### config.mk
export PLATFORM = sky130hd
export DESIGN_NAME = irq_claim_ctrl
export DESIGN_NICKNAME = d
export VERILOG_FILES = /design/src/rtl/irq_cc_pkg.sv /design/src/rtl/irq_cc_gateway.sv /design/src/rtl/irq_cc_arbiter.sv /design/src/rtl/irq_cc_regs.sv /design/src/rtl/irq_claim_ctrl.sv
export SDC_FILE = /design/constraint.sdc
export NUM_CORES = 1
export LEC_CHECK = 0
export ABC_AREA = 1
export BUFFER_PORTS_ARGS = -buffer_cell sky130_fd_sc_hd__buf_2
export CAP_MARGIN = 20
export CORE_MARGIN = 5
export CORE_UTILIZATION = 25
export DETAILED_ROUTE_END_ITERATION = 8
export GPL_TIMING_DRIVEN = 0
export SYNTH_ARGS = -nofsm -noshare
export SYNTH_HDL_FRONTEND = slang
export SYNTH_SLANG_ARGS = --single-unit
### constraint.sdc
create_clock -name clk -period 36.8 [get_ports clk]
set_clock_uncertainty 0.2 [all_clocks]
set_input_delay 7.36 -clock clk [delete_from_list [all_inputs] [get_ports clk]]
set_output_delay 7.36 -clock clk [all_outputs]
set_load 0.005 [all_outputs]
### src/rtl/irq_cc_pkg.sv
package irq_cc_pkg;

    localparam int BUS_W  = 32;
    localparam int ADDR_W = 10;
    localparam int IDX_W  = 5;

    typedef enum logic [2:0] {
        RGN_PRIO  = 3'd0,
        RGN_PEND  = 3'd1,
        RGN_THR   = 3'd2,
        RGN_CLAIM = 3'd3,
        RGN_EN    = 3'd4,
        RGN_NONE5 = 3'd5,
        RGN_NONE6 = 3'd6,
        RGN_NONE7 = 3'd7
    } region_e;

    typedef struct packed {
        logic             rd;
        logic             wr;
        region_e          rgn;
        logic [IDX_W-1:0] idx;
        logic [BUS_W-1:0] data;
    } bus_op_t;

    function automatic bus_op_t decode_bus(input logic req, input logic we,
                                           input logic [ADDR_W-1:0] addr,
                                           input logic [BUS_W-1:0] wdata);
        bus_op_t op;
        op.rd   = req && !we;
        op.wr   = req && we;
        op.rgn  = region_e'(addr[9:7]);
        op.idx  = addr[6:2];
        op.data = wdata;
        return op;
    endfunction

    function automatic int id_width(input int n);
        return (n < 2) ? 1 : $clog2(n);
    endfunction

endpackage

### src/rtl/irq_cc_gateway.sv
module irq_cc_gateway (
    input  logic clk,
    input  logic rst,
    input  logic irq_i,
    input  logic claim_i,
    input  logic done_i,
    output logic pending_o,
    output logic claimed_o
);

    always_ff @(posedge clk) begin
        if (rst) begin
            pending_o <= 1'b0;
            claimed_o <= 1'b0;
        end else if (claim_i && pending_o) begin
            pending_o <= 1'b0;
            claimed_o <= 1'b1;
        end else if (done_i && claimed_o) begin
            claimed_o <= 1'b0;
        end else if (!claimed_o && !pending_o && irq_i) begin
            pending_o <= 1'b1;
        end
    end


    gw_excl_chk: assert property (@(posedge clk) disable iff (rst)
        !(pending_o && claimed_o));


    gw_hold_chk: assert property (@(posedge clk) disable iff (rst)
        (claimed_o && !done_i) |=> (claimed_o && !pending_o));


    gw_latch_chk: assert property (@(posedge clk) disable iff (rst)
        (!pending_o && !claimed_o && irq_i) |=> pending_o);


    gw_stray_chk: assert property (@(posedge clk) disable iff (rst)
        (done_i && !claimed_o && !pending_o && !irq_i) |=> (!pending_o && !claimed_o));

endmodule

### src/rtl/irq_cc_arbiter.sv
module irq_cc_arbiter #(
    parameter int NUM_SRC = 15,
    parameter int PRIO_W  = 3,
    parameter int ID_W    = 4
) (
    input  logic [NUM_SRC:0]             cand_i,
    input  logic [NUM_SRC:0][PRIO_W-1:0] prio_i,
    output logic [ID_W-1:0]              best_id_o,
    output logic [PRIO_W-1:0]            best_prio_o
);

    always_comb begin
        best_id_o   = '0;
        best_prio_o = '0;
        for (int i = 1; i <= NUM_SRC; i++) begin
            if (cand_i[i] && (prio_i[i] > best_prio_o)) begin
                best_id_o   = ID_W'(i);
                best_prio_o = prio_i[i];
            end
        end
    end

    always_comb begin
        if (best_id_o != '0) begin

            arb_pick_chk: assert (cand_i[best_id_o] && (prio_i[best_id_o] == best_prio_o)
                                  && (best_prio_o != '0));
        end
    end

endmodule

### src/rtl/irq_cc_regs.sv
module irq_cc_regs
    import irq_cc_pkg::*;
#(
    parameter int NUM_SRC  = 15,
    parameter int NUM_HART = 2,
    parameter int PRIO_W   = 3
) (
    input  logic                              clk,
    input  logic                              rst,
    input  bus_op_t                           op_i,
    output logic [NUM_SRC:0][PRIO_W-1:0]      prio_o,
    output logic [NUM_HART-1:0][PRIO_W-1:0]   thr_o,
    output logic [NUM_HART-1:0][NUM_SRC:0]    en_o,
    output logic [BUS_W-1:0]                  cfg_rdata_o
);

    assign prio_o[0] = '0;

    for (genvar s = 1; s <= NUM_SRC; s++) begin : g_prio
        logic [PRIO_W-1:0] q;
        always_ff @(posedge clk) begin
            if (rst) q <= '0;
            else if (op_i.wr && op_i.rgn == RGN_PRIO && op_i.idx == IDX_W'(s))
                q <= op_i.data[PRIO_W-1:0];
        end
        assign prio_o[s] = q;


        reg_prio_wr_chk: assert property (@(posedge clk) disable iff (rst)
            (op_i.wr && op_i.rgn == RGN_PRIO && op_i.idx == IDX_W'(s))
            |=> (prio_o[s] == $past(op_i.data[PRIO_W-1:0])));
    end

    for (genvar h = 0; h < NUM_HART; h++) begin : g_hart
        logic [PRIO_W-1:0] thr_q;
        logic [NUM_SRC:0]  en_q;
        always_ff @(posedge clk) begin
            if (rst) begin
                thr_q <= '0;
                en_q  <= '0;
            end else if (op_i.wr && op_i.idx == IDX_W'(h)) begin
                if (op_i.rgn == RGN_THR) thr_q <= op_i.data[PRIO_W-1:0];
                if (op_i.rgn == RGN_EN)  en_q  <= {op_i.data[NUM_SRC:1], 1'b0};
            end
        end
        assign thr_o[h] = thr_q;
        assign en_o[h]  = en_q;
    end

    always_comb begin
        cfg_rdata_o = '0;
        unique case (op_i.rgn)
            RGN_PRIO: begin
                for (int s = 1; s <= NUM_SRC; s++)
                    if (op_i.idx == IDX_W'(s)) cfg_rdata_o = BUS_W'(prio_o[s]);
            end
            RGN_THR: begin
                for (int h = 0; h < NUM_HART; h++)
                    if (op_i.idx == IDX_W'(h)) cfg_rdata_o = BUS_W'(thr_o[h]);
            end
            RGN_EN: begin
                for (int h = 0; h < NUM_HART; h++)
                    if (op_i.idx == IDX_W'(h)) cfg_rdata_o = BUS_W'(en_o[h]);
            end
            default: cfg_rdata_o = '0;
        endcase
    end

endmodule

### src/rtl/irq_claim_ctrl.sv
module irq_claim_ctrl
    import irq_cc_pkg::*;
#(
    parameter int NUM_SRC  = 15,
    parameter int NUM_HART = 2,
    parameter int PRIO_W   = 3
) (
    input  logic                clk,
    input  logic                rst,
    input  logic [NUM_SRC:1]    irq_i,
    input  logic                bus_req,
    input  logic                bus_we,
    input  logic [ADDR_W-1:0]   bus_addr,
    input  logic [BUS_W-1:0]    bus_wdata,
    output logic [BUS_W-1:0]    bus_rdata,
    output logic [NUM_HART-1:0] eip_o
);

    localparam int ID_W = id_width(NUM_SRC + 1);
    localparam logic [IDX_W:0] HART_LIM = (IDX_W+1)'(NUM_HART);

    bus_op_t op;
    assign op = decode_bus(bus_req, bus_we, bus_addr, bus_wdata);

    logic [NUM_SRC:0][PRIO_W-1:0]    prio;
    logic [NUM_HART-1:0][PRIO_W-1:0] thr;
    logic [NUM_HART-1:0][NUM_SRC:0]  en;
    logic [BUS_W-1:0]                cfg_rdata;

    irq_cc_regs #(.NUM_SRC(NUM_SRC), .NUM_HART(NUM_HART), .PRIO_W(PRIO_W)) u_regs (
        .clk(clk), .rst(rst), .op_i(op),
        .prio_o(prio), .thr_o(thr), .en_o(en), .cfg_rdata_o(cfg_rdata)
    );

    logic [NUM_SRC:0] pending;
    logic [NUM_SRC:0] claimed;
    assign pending[0] = 1'b0;
    assign claimed[0] = 1'b0;

    logic [NUM_HART-1:0][ID_W-1:0]   best_id;
    logic [NUM_HART-1:0][PRIO_W-1:0] best_prio;

    for (genvar h = 0; h < NUM_HART; h++) begin : g_arb
        irq_cc_arbiter #(.NUM_SRC(NUM_SRC), .PRIO_W(PRIO_W), .ID_W(ID_W)) u_arb (
            .cand_i(pending & en[h]), .prio_i(prio),
            .best_id_o(best_id[h]), .best_prio_o(best_prio[h])
        );
        assign eip_o[h] = best_prio[h] > thr[h];
    end

    logic            hart_ok;
    logic            claim_hit;
    logic            done_hit;
    logic [ID_W-1:0] claim_id;

    assign hart_ok   = {1'b0, op.idx} < HART_LIM;
    assign claim_hit = op.rd && op.rgn == RGN_CLAIM && hart_ok;
    assign done_hit  = op.wr && op.rgn == RGN_CLAIM && hart_ok;

    always_comb begin
        claim_id = '0;
        for (int h = 0; h < NUM_HART; h++)
            if (op.idx == IDX_W'(h)) claim_id = best_id[h];
    end

    for (genvar s = 1; s <= NUM_SRC; s++) begin : g_src
        irq_cc_gateway u_gw (
            .clk(clk), .rst(rst), .irq_i(irq_i[s]),
            .claim_i(claim_hit && claim_id == ID_W'(s)),
            .done_i(done_hit && op.data == BUS_W'(s)),
            .pending_o(pending[s]), .claimed_o(claimed[s])
        );
    end

    logic [BUS_W-1:0] rdata_q;
    always_ff @(posedge clk) begin
        if (rst) begin
            rdata_q <= '0;
        end else if (op.rd) begin
            unique case (op.rgn)
                RGN_CLAIM: rdata_q <= claim_hit ? BUS_W'(claim_id) : '0;
                RGN_PEND:  rdata_q <= BUS_W'(pending);
                default:   rdata_q <= cfg_rdata;
            endcase
        end
    end
    assign bus_rdata = rdata_q;

    for (genvar h = 0; h < NUM_HART; h++) begin : g_chk

        top_reclaim_chk: assert property (@(posedge clk) disable iff (rst)
            (claim_hit && claim_id != '0) |=> (best_id[h] != $past(claim_id)));


        top_eip_src_chk: assert property (@(posedge clk) disable iff (rst)
            eip_o[h] |-> (best_id[h] != '0));
    end


    top_empty_claim_chk: assert property (@(posedge clk) disable iff (rst)
        (claim_hit && claim_id == '0) |=> ($stable(pending) && $stable(claimed)));

endmodule

-- Word level (Yosys, flattened, before mapping)
Cells that the tools add are included.
- bits in registers: 143
- bits of input ports: 61
- word-level logic and storage cells: 488
- $lt $le $gt $ge: 32
- eq/ne operators: 49
- muxes and demuxes: 114
- bitwise logic cells: 17
- reduce and logical (&&, ||, !) cells: 226
- operator list (operator ; count):
    32-bit by 4-bit equality test with 1-bit output (second input constant) ; 8
    3-bit two-way mux ; 55
    1-bit logical AND ; 144
    32-bit by 3-bit equality test with 1-bit output (second input constant) ; 4
    32-bit one-hot mux with 3 select lines ; 1
    3-bit greater-than comparator ; 30
    4-bit two-way mux ; 19
    32-bit by 2-bit equality test with 1-bit output (second input constant) ; 2
    32-bit one-hot mux with 2 select lines ; 1
    5-bit by 4-bit equality test with 1-bit output (second input constant) ; 8
    2-bit AND reduction ; 19
    16-bit AND ; 2
    32-bit by 1-bit equality test with 1-bit output (second input constant) ; 1
    4-bit equality test (second input constant) ; 8
    1-bit two-way mux ; 32
    16-bit two-way mux ; 2
    1-bit zero test ; 31
    2-bit nonzero test ; 15
    2-bit OR reduction ; 15
    5-bit by 3-bit equality test with 1-bit output (second input constant) ; 4
    4-bit by 3-bit equality test with 1-bit output (second input constant) ; 4
    1-bit inverter ; 15
    5-bit by 2-bit equality test with 1-bit output (second input constant) ; 2
    4-bit by 2-bit equality test with 1-bit output (second input constant) ; 2
    other kinds (10) ; 14

-- Depth between registers and ports, before layout
- depth in word-level cells: 51
- mapped depth: 119
- gate-level depth less buffers: 119

-- Hierarchy
From an unflattened synthesis, not the netlist that was laid out.
- cell total of the unflattened synthesis: 1875
- area, all modules: 11377.2 µm²
- by module, submodules not included (module ; times used ; cells each ; area an instance (µm²) ; sequential area each (µm²)):
    irq_cc_regs ; 1 ; 602 ; 3971.3 ; 1621.6
    irq_cc_arbiter ; 2 ; 354 ; 1913.1 ; 0.0
    irq_claim_ctrl ; 1 ; 385 ; 2228.4 ; 640.6
    irq_cc_gateway ; 15 ; 12 ; 90.1 ; 40.0

-- Least setup slack after synthesis
No wires, ideal clock.
- path kind: register to output
- from: register g_src[1].u_gw.pending_o
- to: output port eip_o[0]
- arrival time: 13.579 ns
- path slack: 15.661 ns
- cell stages (with the launch flop): 96
- cells stage by stage: dfxtp_1 -> nand2_1 -> nor2_1 -> nand2_1 -> ha_1 -> nand3_1 -> nand3_1 -> inv_1 -> nand2_1 -> o21ai_0 -> ha_1 -> nor2_1 -> o21ai_0 -> nand3_1 -> nand2_1 -> o21ai_0 -> ha_1 -> o21ai_0 -> (+60 left out) -> o21ai_0 -> ha_1 -> nand2_1 -> o21ai_0 -> nand4_1 -> o21ai_0 -> ha_1 -> a21oi_1 -> o21ai_0 -> nand4_1 -> inv_1 -> nand2_1 -> o21ai_0 -> ha_1 -> nand2_1 -> nor2_1 -> a211oi_1 -> a31oi_1
- cells in the longest elaborated chain, start to end: 46
- ends and longest elaborated chain (what ; RTL line ; text):
    start, declared ; irq_cc_gateway.sv:7 ; output logic pending_o,
    start signal, assigned ; irq_cc_gateway.sv:13 ; pending_o <= 1'b0;
    start signal, assigned ; irq_cc_gateway.sv:16 ; pending_o <= 1'b0;
    start signal, assigned ; irq_cc_gateway.sv:21 ; pending_o <= 1'b1;
    16-bit AND (*) ; irq_claim_ctrl.sv:45 ; .cand_i(pending & en[h]), .prio_i(prio),
    1-bit logical AND (*) ; irq_cc_arbiter.sv:16 ; if (cand_i[i] && (prio_i[i] > best_prio_o)) begin
    3-bit two-way mux (*) ; irq_cc_arbiter.sv:16 ;
    3-bit greater-than comparator ; irq_cc_arbiter.sv:16 ;
    1-bit logical AND ; irq_cc_arbiter.sv:16 ;
    3-bit two-way mux (*) ; irq_cc_arbiter.sv:16 ;
    3-bit greater-than comparator ; irq_cc_arbiter.sv:16 ;
    1-bit logical AND ; irq_cc_arbiter.sv:16 ;
    (+30 left out) ; - ;
    3-bit two-way mux (*) ; irq_cc_arbiter.sv:16 ;
    3-bit greater-than comparator ; irq_cc_arbiter.sv:16 ;
    1-bit logical AND ; irq_cc_arbiter.sv:16 ;
    3-bit two-way mux (*) ; irq_cc_arbiter.sv:16 ;
    3-bit greater-than comparator ; irq_cc_arbiter.sv:16 ;
    1-bit logical AND ; irq_cc_arbiter.sv:16 ;
    3-bit two-way mux (*) ; irq_cc_arbiter.sv:16 ;
    3-bit greater-than comparator (*) ; irq_claim_ctrl.sv:48 ; assign eip_o[h] = best_prio[h] > thr[h];
    end, declared ; irq_claim_ctrl.sv:16 ; output logic [NUM_HART-1:0] eip_o
Every way passes the cells marked *; elsewhere a longest branch is shown, timed or not.

-- Worst setup path in the final report
Ends and elaborated chain as after synthesis.

==> run summary <==
The worst hold path was traced through 2 stages. At the worst endpoint, the arrival time is 17.36 ns. Once detail routing completed, the nets flagged for antenna violations numbered 0. For the total CTS buffers, the log shows 17. By instance count, the cell type seen most on the critical path is sky130_fd_sc_hd__o21ai_0. For the highest clock rate, the log shows 0.0401 GHz. Slowest cell on the critical path: sky130_fd_sc_hd__dfxtp_1.

The number of placement rows came out at 71. The final period utilization was 0.677. The count of hold buffers inserted by post-cts repair came out at 0.

For the number of global-route vias before repair, the log shows 9813. The number of antenna diodes in the final layout is 0. The area of the core was 37600 µm². For this run, the number of Yosys warnings is 0. The cell area that synthesis handed to floorplanning was 9480 µm². Max-slew violation count: 0.

For the number of distinct library cell variants in the gate-level netlist after synthesis, the log shows 48. The end point of the critical path was eip_o[0]. For this run the aggregate overflow at the end of global routing stands at 0. The later pin in the worst-skew pair is clocked with a latency of 0.43 ns.

The post-synthesis area per instance is 6.62 µm². The share of cells above drive strength 1 was 0.145; the clock tree buffer depth was 2. The first-iteration detailed-routing DRC count is 943, and the post-cts sizing count is 0. For this design the ratio of total power to cell area is 31.2 nW/µm². The post-CTS setup buffer count was 0; the critical path's largest stage delay was 0.47 ns. Pin placement for this block handled 95 I/O pins. The signed area change from the synthesized netlist to the final layout came out at 17.8%.

The die covers 41900 µm². Clock-pin slew was measured on the worst setup and hold paths at 0.06 ns. Cell type group with the largest total delay on the critical path: compound AO/OA/AOI/OAI gates. The die is 205 µm wide. The critical path startpoint category was a flop. In the final routed layout, each cell accounts on average for 17.2 µm. The final hold violation count came out at 0. The number of buffers inserted by port buffering was 75; the overall die height was 205 µm. For this run, the leading register cell type out of synthesis is sky130_fd_sc_hd__dfxtp_1. The maximum fanout count along the critical path is 8.

After layout, the design draws a total of 0.348 mW. Counting cells, the worst reg-to-reg path comes to 95. The tool flagged a number of max-cap violations equal to 0. The worst relative slew slack is 0.365, and the cell count along the critical path is 96. The startpoint of the worst setup timing path was g_src[1].u_gw.pending_o. Counting every instance in the synthesized netlist gives 1432. Setup violations remaining at the end of the flow were counted as 0.

The largest net degree at the start of global routing was 17. For the pin with the worst max-slew slack, the measured transition is 0.952 ns. The worst setup path is captured at an output port.

The tree built by TritonCTS fans out to 127 sinks. The final weighted congestion of routability-driven global placement is 0.966, and the final setup TNS is 0 ns. TritonCTS built the clock tree. The minimum setup slack among reg-to-reg paths is 19.51 ns. Half-perimeter wire length after detailed placement: 28100 µm. Setup repair after global routing left no endpoint under its margin. The first global-routing pass estimated 54600 µm of wire. The final wirelength was 35600 µm; the H-tree level count was 4. In this run the worst hold path is classified as reg2reg.

The worst setup path is of the reg2out kind. The average vias per placed instance was 5.01; the async set or reset register ratio after synthesis was 0. The flow ran to the end, and the final reports show no timing, DRC or antenna violations. The leakage power is 4.72 nW, and the global-route usage over all layers is 0.167.

The synthesized design contains 127 register bits. Number of synthesized flops with an enable pin: 0. In the layout the commonest cells are sky130_fd_sc_hd__inv_1 (200), sky130_fd_sc_hd__nand2_1 (199), sky130_fd_sc_hd__o21ai_0 (191), sky130_fd_sc_hd__a21oi_1 (151), sky130_fd_sc_hd__dfxtp_1 (127). The worst register-to-register path ends at g_src[6].u_gw.pending_o. The tools report the required arrival time at the worst endpoint as 29.24 ns. The logs give 0 for the number of antenna violations at the first check in global routing and 1660 for the number of nets in the finished design. The logs give 0.268 for the sequential share of the synthesized area and 0.0327 mV for the peak supply drop. Leaving out fill and tap cells, the most frequent cell in the layout is sky130_fd_sc_hd__inv_1. The tools report the startpoint of the worst-slack reg-to-reg timing path as g_src[1].u_gw.pending_o. Buffer cell driving the clock tree root: sky130_fd_sc_hd__clkbuf_16.

The initial standard-cell utilization of the core is 0.252, and the number of buffer and inverter instances along the worst setup path is 6. After detailed routing, the number of remaining DRC violations is 0. Detailed routing inserted a total of 10400 vias. The time the final worst path needs with I/O delays and setup was 24.92 ns. The pre-antenna-repair detailed-routing pass consisted of 6 iterations.
## per-stage QoR
step | utilization | instance area (µm²) | worst slack, ns | hold slack, ns | std cells
final | 0.297 | 11200 | 11.88 | 0.262 | 2066
after global routing | 0.297 | 11200 | 10.18 | 0.284 | 2066
after CTS | 0.297 | 11200 | 12.08 | 0.261 | 2066
after detailed placement | 0.281 | 10600 | 12.60 | 0.251 | 2034
after global placement | 0.281 | 10500 | 12.93 | 0.254 | 2033
after floorplan | - | 9530 | 15.66 | 0.237 | 1447
## worst min path at each step
stage / start / endpoint
2_1_floorplan: u_regs.g_hart[1].en_q[11] / u_regs.g_hart[1].en_q[11]
3_3_place_gp: u_regs.g_hart[1].en_q[8] / u_regs.g_hart[1].en_q[8]
3_5_place_dp: u_regs.g_hart[1].en_q[10] / u_regs.g_hart[1].en_q[10]
4_1_cts: u_regs.g_hart[1].en_q[10] / u_regs.g_hart[1].en_q[10]
5_1_grt: g_src[3].u_gw.claimed_o / g_src[3].u_gw.claimed_o
6_report: u_regs.g_hart[1].en_q[10] / u_regs.g_hart[1].en_q[10]
## synthesized netlist by cell type, types with 14 or more instances
cell	n	area, µm²
sky130_fd_sc_hd__a21oi_1	151	756
sky130_fd_sc_hd__buf_4	16	120
sky130_fd_sc_hd__clkbuf_1	32	120
sky130_fd_sc_hd__dfxtp_1	127	2540
sky130_fd_sc_hd__ha_1	57	713
sky130_fd_sc_hd__inv_1	200	751
sky130_fd_sc_hd__nand2_1	199	747
sky130_fd_sc_hd__nand2_2	31	194
sky130_fd_sc_hd__nand2_4	16	180
sky130_fd_sc_hd__nand3_1	90	450
sky130_fd_sc_hd__nand3_2	17	170
sky130_fd_sc_hd__nand4_1	24	150
sky130_fd_sc_hd__nor2_1	112	420
sky130_fd_sc_hd__nor3_1	16	80.1
sky130_fd_sc_hd__nor4_1	18	113
sky130_fd_sc_hd__o21ai_0	191	956
sky130_fd_sc_hd__o21ai_1	17	85.1
sky130_fd_sc_hd__o221ai_1	14	123
## power by group
group	switching [mW]	leakage (nW)	total [mW]	internal [mW]
registers	0.00350	1.03	0.143	0.140
clock network	0.0714	0.283	0.179	0.107
logic	0.0182	3.40	0.0263	0.00809
total	0.0931	4.72	0.348	0.255
## flip-flops by register name, summed over array words and instances, names as in the netlist
signal                count
bus_rdata                16
g_src.u_gw.claimed_o     15
g_src.u_gw.pending_o     15
u_regs.g_hart.en_q       30
u_regs.g_hart.thr_q       6
u_regs.g_prio.q          45
## worst register-to-register path, delay by kind of cell (launching register included)
family	cells	cell delay [ns]
compound gates	31	6.35
simple gates	46	5.68
fa+ha+maj	14	4.20
flops	1	0.47
buf+inv	4	0.27
## area by class of cell
class	instances	area (µm²)
inverters	207	778
fillers	4171	26400
clock buffers	17	425
repair buffers	76	383
plain buffers	50	249
clock inverters	15	185
well taps	511	639
multi-input cells	1063	5960
flip-flops and latches	127	2540
## layer usage
| metal | GRT usage | up-vias | wire [µm] |
|---|---|---|---|
| met3 | 0.0275 | 76 | 2900 |
| li1 | - | 5092 | - |
| met1 | 0.225 | 4751 | 15700 |
| met2 | 0.266 | 436 | 15800 |
| met4 | 0.0639 | 0 | 1240 |
| met5 | 0 | - | 0 |
## cells by family after synthesis
family,synth area share
compound gates,0.255
simple gates,0.293
other cells,0.000396
fa+ha+maj,0.0753
flops,0.268
buf+inv,0.108
No activity file was read; power rests on OpenSTA's default activity.
